$ cat src/rtl/epl_pkg.sv
// Shared types for the edge-pulse link.
package epl_pkg;
    // Which pulse path is currently being driven.
    typedef enum logic [1:0] {
        PK_IDLE = 2'b00,
        PK_ON   = 2'b01,
        PK_OFF  = 2'b10
    } pulse_kind_t;
endpackage

$ cat src/rtl/epl_sync.sv
// Multi-stage synchronizer for one asynchronous bit.
// Assumes: STAGES >= 2. Every stage resets to RST_VAL.
module epl_sync #(
    parameter int   STAGES  = 2,
    parameter logic RST_VAL = 1'b1
) (
    input  logic clk,
    input  logic rst_n,
    input  logic d_async,
    output logic q_sync
);
    logic [STAGES-1:0] chain;

    for (genvar g = 0; g < STAGES; g++) begin : g_stage
        if (g == 0) begin : g_first
            // First stage samples the asynchronous input.
            always_ff @(posedge clk) begin
                if (!rst_n) chain[0] <= RST_VAL;
                else        chain[0] <= d_async;
            end
        end else begin : g_next
            // Later stages resolve metastability.
            always_ff @(posedge clk) begin
                if (!rst_n) chain[g] <= RST_VAL;
                else        chain[g] <= chain[g-1];
            end
        end
    end

    assign q_sync = chain[STAGES-1];
endmodule

$ cat src/rtl/epl_oneshot.sv
// Edge detector and one-shot generator. A falling edge of the synchronized
// active-low command starts an on pulse and a rising edge starts an off
// pulse. Each pulse lasts PULSE_CYCLES cycles. A new edge during a pulse
// replaces the running pulse.
// Assumes: PULSE_CYCLES >= 1 and the input is already synchronous.
module epl_oneshot
    import epl_pkg::*;
#(
    parameter int PULSE_CYCLES = 3
) (
    input  logic clk,
    input  logic rst_n,
    input  logic cmd_n_sync,
    output logic on_pulse,
    output logic off_pulse
);
    localparam int CW = (PULSE_CYCLES > 1) ? $clog2(PULSE_CYCLES) : 1;
    localparam logic [CW-1:0] LOAD = CW'(PULSE_CYCLES - 1);

    logic        prev_n;
    logic        fall_evt;
    logic        rise_evt;
    pulse_kind_t kind_q;
    logic [CW-1:0] left_q;

    // Keep last synchronized level; reset value means "off".
    always_ff @(posedge clk) begin
        if (!rst_n) prev_n <= 1'b1;
        else        prev_n <= cmd_n_sync;
    end

    // Edge events from the level history.
    always_comb begin
        fall_evt = prev_n & ~cmd_n_sync;
        rise_evt = ~prev_n & cmd_n_sync;
    end

    // Start, restart or expire the current pulse.
    always_ff @(posedge clk) begin
        if (!rst_n) begin
            kind_q <= PK_IDLE;
            left_q <= '0;
        end else if (fall_evt) begin
            kind_q <= PK_ON;
            left_q <= LOAD;
        end else if (rise_evt) begin
            kind_q <= PK_OFF;
            left_q <= LOAD;
        end else if (kind_q != PK_IDLE) begin
            if (left_q == '0) kind_q <= PK_IDLE;
            else              left_q <= left_q - 1'b1;
        end
    end

    // Decode the pulse kind onto the two paths.
    always_comb begin
        on_pulse  = (kind_q == PK_ON);
        off_pulse = (kind_q == PK_OFF);
    end
endmodule

$ cat src/rtl/epl_far_latch.sv
// Receiving-side set/reset latch with supply masking. A set pulse stores
// "on" and a reset pulse stores "off". Reset has priority. The output is
// masked while the floating supply is not good; the stored value is kept.
// Assumes: pulses are synchronous to clk.
module epl_far_latch (
    input  logic clk,
    input  logic rst_n,
    input  logic set_in,
    input  logic clr_in,
    input  logic supply_ok,
    output logic gate_hold,
    output logic gate_out
);
    // Hold the command between pulses, reset first.
    always_ff @(posedge clk) begin
        if (!rst_n)      gate_hold <= 1'b0;
        else if (clr_in) gate_hold <= 1'b0;
        else if (set_in) gate_hold <= 1'b1;
    end

    // Undervoltage forces the gate off.
    always_comb gate_out = gate_hold & supply_ok;
endmodule

$ cat src/rtl/edge_pulse_link.sv
// Top: pulsed level-shift link. The command is synchronized and turned into
// per-edge set/reset pulses, and the pulses drive a far-side latch.
// Assumes: cmd_n asynchronous, hs_supply_ok synchronous to clk.
module edge_pulse_link #(
    parameter int PULSE_CYCLES = 3,
    parameter int SYNC_STAGES  = 2
) (
    input  logic clk,
    input  logic rst_n,
    input  logic cmd_n,
    input  logic hs_supply_ok,
    output logic set_pulse,
    output logic reset_pulse,
    output logic gate_en
);
    logic cmd_n_sync;
    logic gate_hold;

    epl_sync #(.STAGES(SYNC_STAGES), .RST_VAL(1'b1)) u_sync (
        .clk     (clk),
        .rst_n   (rst_n),
        .d_async (cmd_n),
        .q_sync  (cmd_n_sync)
    );

    epl_oneshot #(.PULSE_CYCLES(PULSE_CYCLES)) u_shot (
        .clk        (clk),
        .rst_n      (rst_n),
        .cmd_n_sync (cmd_n_sync),
        .on_pulse   (set_pulse),
        .off_pulse  (reset_pulse)
    );

    epl_far_latch u_latch (
        .clk       (clk),
        .rst_n     (rst_n),
        .set_in    (set_pulse),
        .clr_in    (reset_pulse),
        .supply_ok (hs_supply_ok),
        .gate_hold (gate_hold),
        .gate_out  (gate_en)
    );
endmodule

$ cat config.mk
export PLATFORM = sky130hd
export DESIGN_NAME = edge_pulse_link
export DESIGN_NICKNAME = d
export VERILOG_FILES = /design/src/rtl/epl_pkg.sv /design/src/rtl/epl_sync.sv /design/src/rtl/epl_oneshot.sv /design/src/rtl/epl_far_latch.sv /design/src/rtl/edge_pulse_link.sv
export SDC_FILE = /design/constraint.sdc
export NUM_CORES = 1
export LEC_CHECK = 0
export ABC_CLOCK_PERIOD_IN_PS = 2900
export BUFFER_PORTS_ARGS = -buffer_cell sky130_fd_sc_hd__buf_2
export CAP_MARGIN = 20
export CORE_AREA = 4 4 41 43
export CTS_CLUSTER_DIAMETER = 120
export DETAILED_ROUTE_END_ITERATION = 10
export DIE_AREA = 0 0 45 47
export GPL_ROUTABILITY_DRIVEN = 0
export SETUP_SLACK_MARGIN = 0.15
export SLEW_MARGIN = 20
export SYNTH_ARGS = -nofsm -noshare
export SYNTH_HDL_FRONTEND = slang
export SYNTH_HIERARCHICAL = 1
export SYNTH_SLANG_ARGS = --single-unit
$ cat constraint.sdc
create_clock -name clk -period 2.9 [get_ports clk]
set_input_delay 0.29 -clock clk [delete_from_list [all_inputs] [get_ports clk]]
set_output_delay 0.29 -clock clk [all_outputs]
set_load 0.1 [all_outputs]
# Yosys cells after proc, flatten, opt, wreduce, memory -nomap -nowiden
# Index checks and enable logic that the tools add are counted.
# word_totals
mem_bits_ro	0
ram_bits	0
mem_count	0
latchBits	0
register_bits	8
# classes
n_lt_le_gt_ge	0
eq_ne	3
muxes	8
n_reduce_logical	13
n_div	0
bitwise_logic	7
shift	0
mul	0
n_addsub	1
# ops
cell	count
2-to-1 mux 2 bit	7
AND reduction 2 bit	4
nonzero test 2 bit	3
nonzero test 3 bit	2
inverter 1 bit	4
OR reduction 2 bit	2
AND 1 bit	3
inequality test 3 x 1 -> 1 bit (second input constant)	1
OR reduction 3 bit	1
equality test 2 x 1 -> 1 bit (second input constant)	1
equality test 2 bit (second input constant)	1
zero test 2 bit	1
subtractor 2 x 1 -> 2 bit (second input constant)	1
2-to-1 mux 1 bit	1

# Logic depth before layout (Yosys ltp)
# logic_depth
ltp_word	5
depth_mapped	5

# By module
# The synthesis kept the hierarchy.
# modules_own_cells
module	seq_area_each_um2	cells_each	instances	area_each_um2
epl_oneshot	100.1	32	1	277.8
epl_sync	40.0	4	1	52.6
epl_far_latch	20.0	4	1	43.8

# Worst setup path before layout
# No wires, ideal clock.
# synth_path
path_kind	flip-flop to flip-flop
startpoint	register u_sync.chain[1], in the netlist u_sync/q_sync
endpoint	register u_shot.left_q[1]
t_required_ns	2.776
t_arrival_ns	1.079
n_path_buf	0
setup_slack_ns	1.697
period_less_slack_ns	1.203
stages_incl_launch_ff	6
path_cell_list	dfxtp_1 > inv_1 > ha_1 > nor3b_1 > o32ai_1 > a21boi_1
# synth_via
elab_chain_len	4
# synth_lines
item	line_no	text
start, declared	epl_sync.sv:12	logic [STAGES-1:0] chain;
start signal, assigned by index	epl_sync.sv:25	else chain[g] <= chain[g-1];
inverter 1 bit	epl_oneshot.sv:34	fall_evt = prev_n & ~cmd_n_sync;
AND 1 bit	epl_oneshot.sv:34	
inequality test 3 x 1 -> 1 bit (no line) or nonzero test 3 bit (tied branches)	-	
AND reduction 2 bit (no line)	-	
end signal, assigned	epl_oneshot.sv:51	else left_q <= left_q - 1'b1;
end, declared	epl_oneshot.sv:24	logic [CW-1:0] left_q;
# Several ways; a longest one is shown, not always the timed one.
# A chain may end at the register's enable or synchronous reset.

# Worst setup path after layout
# layout_path
startpoint	register u_shot.kind_q[1]
endpoint	output reset_pulse
# layout_via
elab_chain_len	1
# layout_lines
item	line_no	text
start, declared	epl_oneshot.sv:23	pulse_kind_t kind_q;
start signal, assigned	epl_oneshot.sv:41	kind_q <= PK_IDLE;
start signal, assigned	epl_oneshot.sv:44	kind_q <= PK_ON;
start signal, assigned	epl_oneshot.sv:47	kind_q <= PK_OFF;
equality test 2 bit	epl_oneshot.sv:58	off_pulse = (kind_q == PK_OFF);
end, declared	edge_pulse_link.sv:13	output logic reset_pulse,
# Every way passes these cells.

==> parameters.txt <==
Parameter                              Value

Global route
  Grt peak-use layer    met2
  Met2 Use GR    10.5%
  Largest net degree at the start of global routing    9
  Sum of overflow across all layers after global routing    0
  Global routing met3 resource utilization    5.75%
  Met1 demand-to-capacity share in global routing    7.59%
  Number of global-route vias before repair    275
  Initial antenna violation count    0
  Global-route wire length before repair    1040 microns
  All-layer global routing usage    7.22%

Clock network
  H-tree level count    1
  Clock slew seen by the registers of the worst setup and hold paths    0.05 ns
  Setup Buffers After CTS    0
  TritonCTS buffer count    3
  Insertion delay to the later sink of the worst-skew pair    0.25 ns
  Clock tree from TritonCTS    yes
  Clock tree root buffer cell    sky130_fd_sc_hd__clkbuf_4
  # clock sinks    8
  Cts hold-fix bufs    0
  Post-CTS resize count    0
  Number of buffers between clock root and the deepest sink    2

Placement
  Detailed placement HPWL    462 microns
  Buffers added on ports    6
  Cell area after placement    423 sq um
  DP Worst Slack    1.60 ns

Critical path
  Data arrival time of the critical path    1.26 ns
  Crit-path max cell delay    0.42 ns
  CP endpoint kind    primary output
  Source of the worst register-to-register timing path    u_sync/q_sync
  Crit path max-delay cell type    sky130_fd_sc_hd__buf_2
  WP buf/inv    1
  Data required time at the worst endpoint    2.61 ns
  Start point of the critical path    u_shot/kind_q[1]
  Worst setup path class    reg -> out
  Top Family by Delay on Critical Path    buffers and inverters
  Ordered cell list for the critical path    and2b_2 -> buf_2
  Highest net fanout along the worst path    6
  Critical Path Start Type    flop

STA
  Post-route minimum period    1.55 ns
  Final worst-path cycle share    53.5%
  Final setup slack of the worst path    1.35 ns
  Max-slew violation count    0
  RSZ-0062 raised after global routing    no
  Setup skew after layout    0.00629 ns
  Endpoints failing hold    0
  Max Freq    645 MHz
  Max_slew headroom    67.9%
  Setup violators final    0
  Actual slew at the worst max-slew pin    0.486 ns
  Setup TNS    0 ns
  Fin Hold WS    0.225 ns

Power
  Worst IR drop on VDD    213 uV
  Power after layout    217 uW
  Static leakage power    0.000200 uW
  Power per cell area    487 mW/mm^2

Route
  Total wire length after detailed routing    589 microns
  Via count    297
  Vias per std cell    4.64
  Iter 0 DRT Violations    16
  Routed length per placed instance    9.20 microns
  Detailed-router iteration count before antenna repair    4
  Post-detailed-route DRC marker count    0
  Number of antenna-violating nets in the routed design    0

Synth
  Synthesized net count    46
  Total standard cell area after synthesis    374 sq um
  Yosys warning total    6
  Cells after synthesis    40
  Flip-flop and latch count after synthesis    8
  Syn Area/Cell    9.35 sq um
  Sequential fraction of the synthesis area    42.8%
  Distinct cell type count after synthesis    19

Die
  Effective utilization at floorplan    28.8%
  Top-level I/O count    7
  Area of the core region    0.00130 sq mm
  Number of rows in the core area    13
  Total die area    0.00212 sq mm
  Chip width    45 microns
  Die Span Y    47 microns

Finish
  Area grow syn2layout    19.1%
  Final net count    57
  Number of antenna cells inserted    0
  Share of cells above drive strength 1    28.6%
  Total non-filler cell area in the finished layout    445 sq um

Outcome
  Run status    complete, no violations

Flow run
  Max-cap check violation count    0

Hold path
  Classification of the worst-slack hold path    in -> reg
  Source of the worst hold timing path    cmd_n
cell usage after synthesis:
| cell | number | share of area (%) |
|---|---|---|
| sky130_fd_sc_hd__nand2b_1 | 2 | 3.3 |
| sky130_fd_sc_hd__nor3_1 | 1 | 1.3 |
| sky130_fd_sc_hd__and2b_2 | 2 | 4.7 |
| sky130_fd_sc_hd__o21a_1 | 2 | 4.0 |
| sky130_fd_sc_hd__ha_1 | 2 | 6.7 |
| sky130_fd_sc_hd__and2_2 | 1 | 2.0 |
| sky130_fd_sc_hd__dfxtp_1 | 8 | 43 |
| sky130_fd_sc_hd__o32ai_1 | 1 | 2.3 |
| sky130_fd_sc_hd__nor2_1 | 3 | 3.0 |
| sky130_fd_sc_hd__nor2_2 | 1 | 1.7 |
| sky130_fd_sc_hd__nor3b_1 | 3 | 6.0 |
| sky130_fd_sc_hd__o21ai_0 | 2 | 2.7 |
| sky130_fd_sc_hd__inv_1 | 3 | 3.0 |
| sky130_fd_sc_hd__or3b_1 | 2 | 4.7 |
| sky130_fd_sc_hd__a21boi_0 | 1 | 2.0 |
| sky130_fd_sc_hd__nand2_1 | 3 | 3.0 |
| sky130_fd_sc_hd__a21boi_1 | 1 | 2.0 |
| sky130_fd_sc_hd__a21oi_1 | 1 | 1.3 |
| sky130_fd_sc_hd__nor3b_2 | 1 | 3.3 |
flip-flops by register name, indices dropped and copies added (netlist names):
name and cells:
u_sync/chain 1, u_shot/prev_n 1, u_sync/q_sync 1, u_latch/gate_hold 1, u_shot/kind_q 2, u_shot/left_q 2
where the power goes:
group | internal, uW | switching (uW)
registers | 113 | 2.73
clock network | 47.1 | 33.7
logic | 9.03 | 10.9
final timing paths:
kind	slack, ns	end	cells past startpoint
worst min register to register	0.41	u_sync/q_sync	1
worst min-delay path	0.22	u_sync/chain[0]	2
worst max register to register	1.61	u_shot/left_q[1]	5
worst max-delay path	1.35	reset_pulse	2
metrics by stage:
step	util, %	cells
finish	34.2	64
global route	34.2	64
CTS	34.2	64
detailed placement	32.5	61
global placement	32.5	61
floorplan	-	40
cell usage in the layout, fill, tap and decap left out:
| cell | instances |
|---|---|
| sky130_fd_sc_hd__nor2_2 | 1 |
| sky130_fd_sc_hd__a21boi_0 | 1 |
| sky130_fd_sc_hd__o32ai_1 | 1 |
| sky130_fd_sc_hd__clkbuf_4 | 3 |
| sky130_fd_sc_hd__dfxtp_1 | 8 |
| sky130_fd_sc_hd__nor3b_1 | 3 |
| sky130_fd_sc_hd__and2b_2 | 2 |
| sky130_fd_sc_hd__nor3b_2 | 1 |
| sky130_fd_sc_hd__a21oi_1 | 1 |
| sky130_fd_sc_hd__buf_2 | 6 |
| sky130_fd_sc_hd__and2_2 | 1 |
| sky130_fd_sc_hd__o21ai_0 | 2 |
| sky130_fd_sc_hd__o21a_1 | 2 |
| sky130_fd_sc_hd__nand2_1 | 3 |
| sky130_fd_sc_hd__or3b_1 | 2 |
| sky130_fd_sc_hd__nor3_1 | 1 |
| sky130_fd_sc_hd__nor2_1 | 3 |
| sky130_fd_sc_hd__ha_1 | 2 |
| sky130_fd_sc_hd__a21boi_1 | 1 |
| sky130_fd_sc_hd__nand2b_1 | 2 |
| sky130_fd_sc_hd__inv_1 | 3 |
layer usage:
layer | wire (microns) | up-vias
li1 | - | 157
met1 | 288 | 123
met2 | 232 | 15
met3 | 63 | 2
met4 | 4 | 0
met5 | 0 | -
cell families after synthesis:
| kind of cell | Yosys count | synth area share (%) |
|---|---|---|
| flops | 8 | 42.8 |
| compound gates | 8 | 14.4 |
| simple gates | 19 | 33.1 |
| fa+ha+maj | 2 | 6.69 |
| buf+inv | 3 | 3.01 |
worst reg2reg max path, cell delays in order, from the launching register on:
cell	delay [ns]
sky130_fd_sc_hd__dfxtp_1	0.33
sky130_fd_sc_hd__inv_1	0.06
sky130_fd_sc_hd__ha_1	0.32
sky130_fd_sc_hd__nor3b_1	0.15
sky130_fd_sc_hd__o32ai_1	0.22
sky130_fd_sc_hd__a21boi_1	0.10
layout make-up:
| cell class | count | area [sq um] |
|---|---|---|
| Timing Repair Buffer | 6 | 30.0 |
| Tap cell | 15 | 18.8 |
| Inverter | 3 | 11.3 |
| Clock buffer | 3 | 22.5 |
| Multi-Input combinational cell | 29 | 203 |
| Fill cell | 146 | 856 |
| Sequential cell | 8 | 160 |
(Power assumes the default switching activity.)
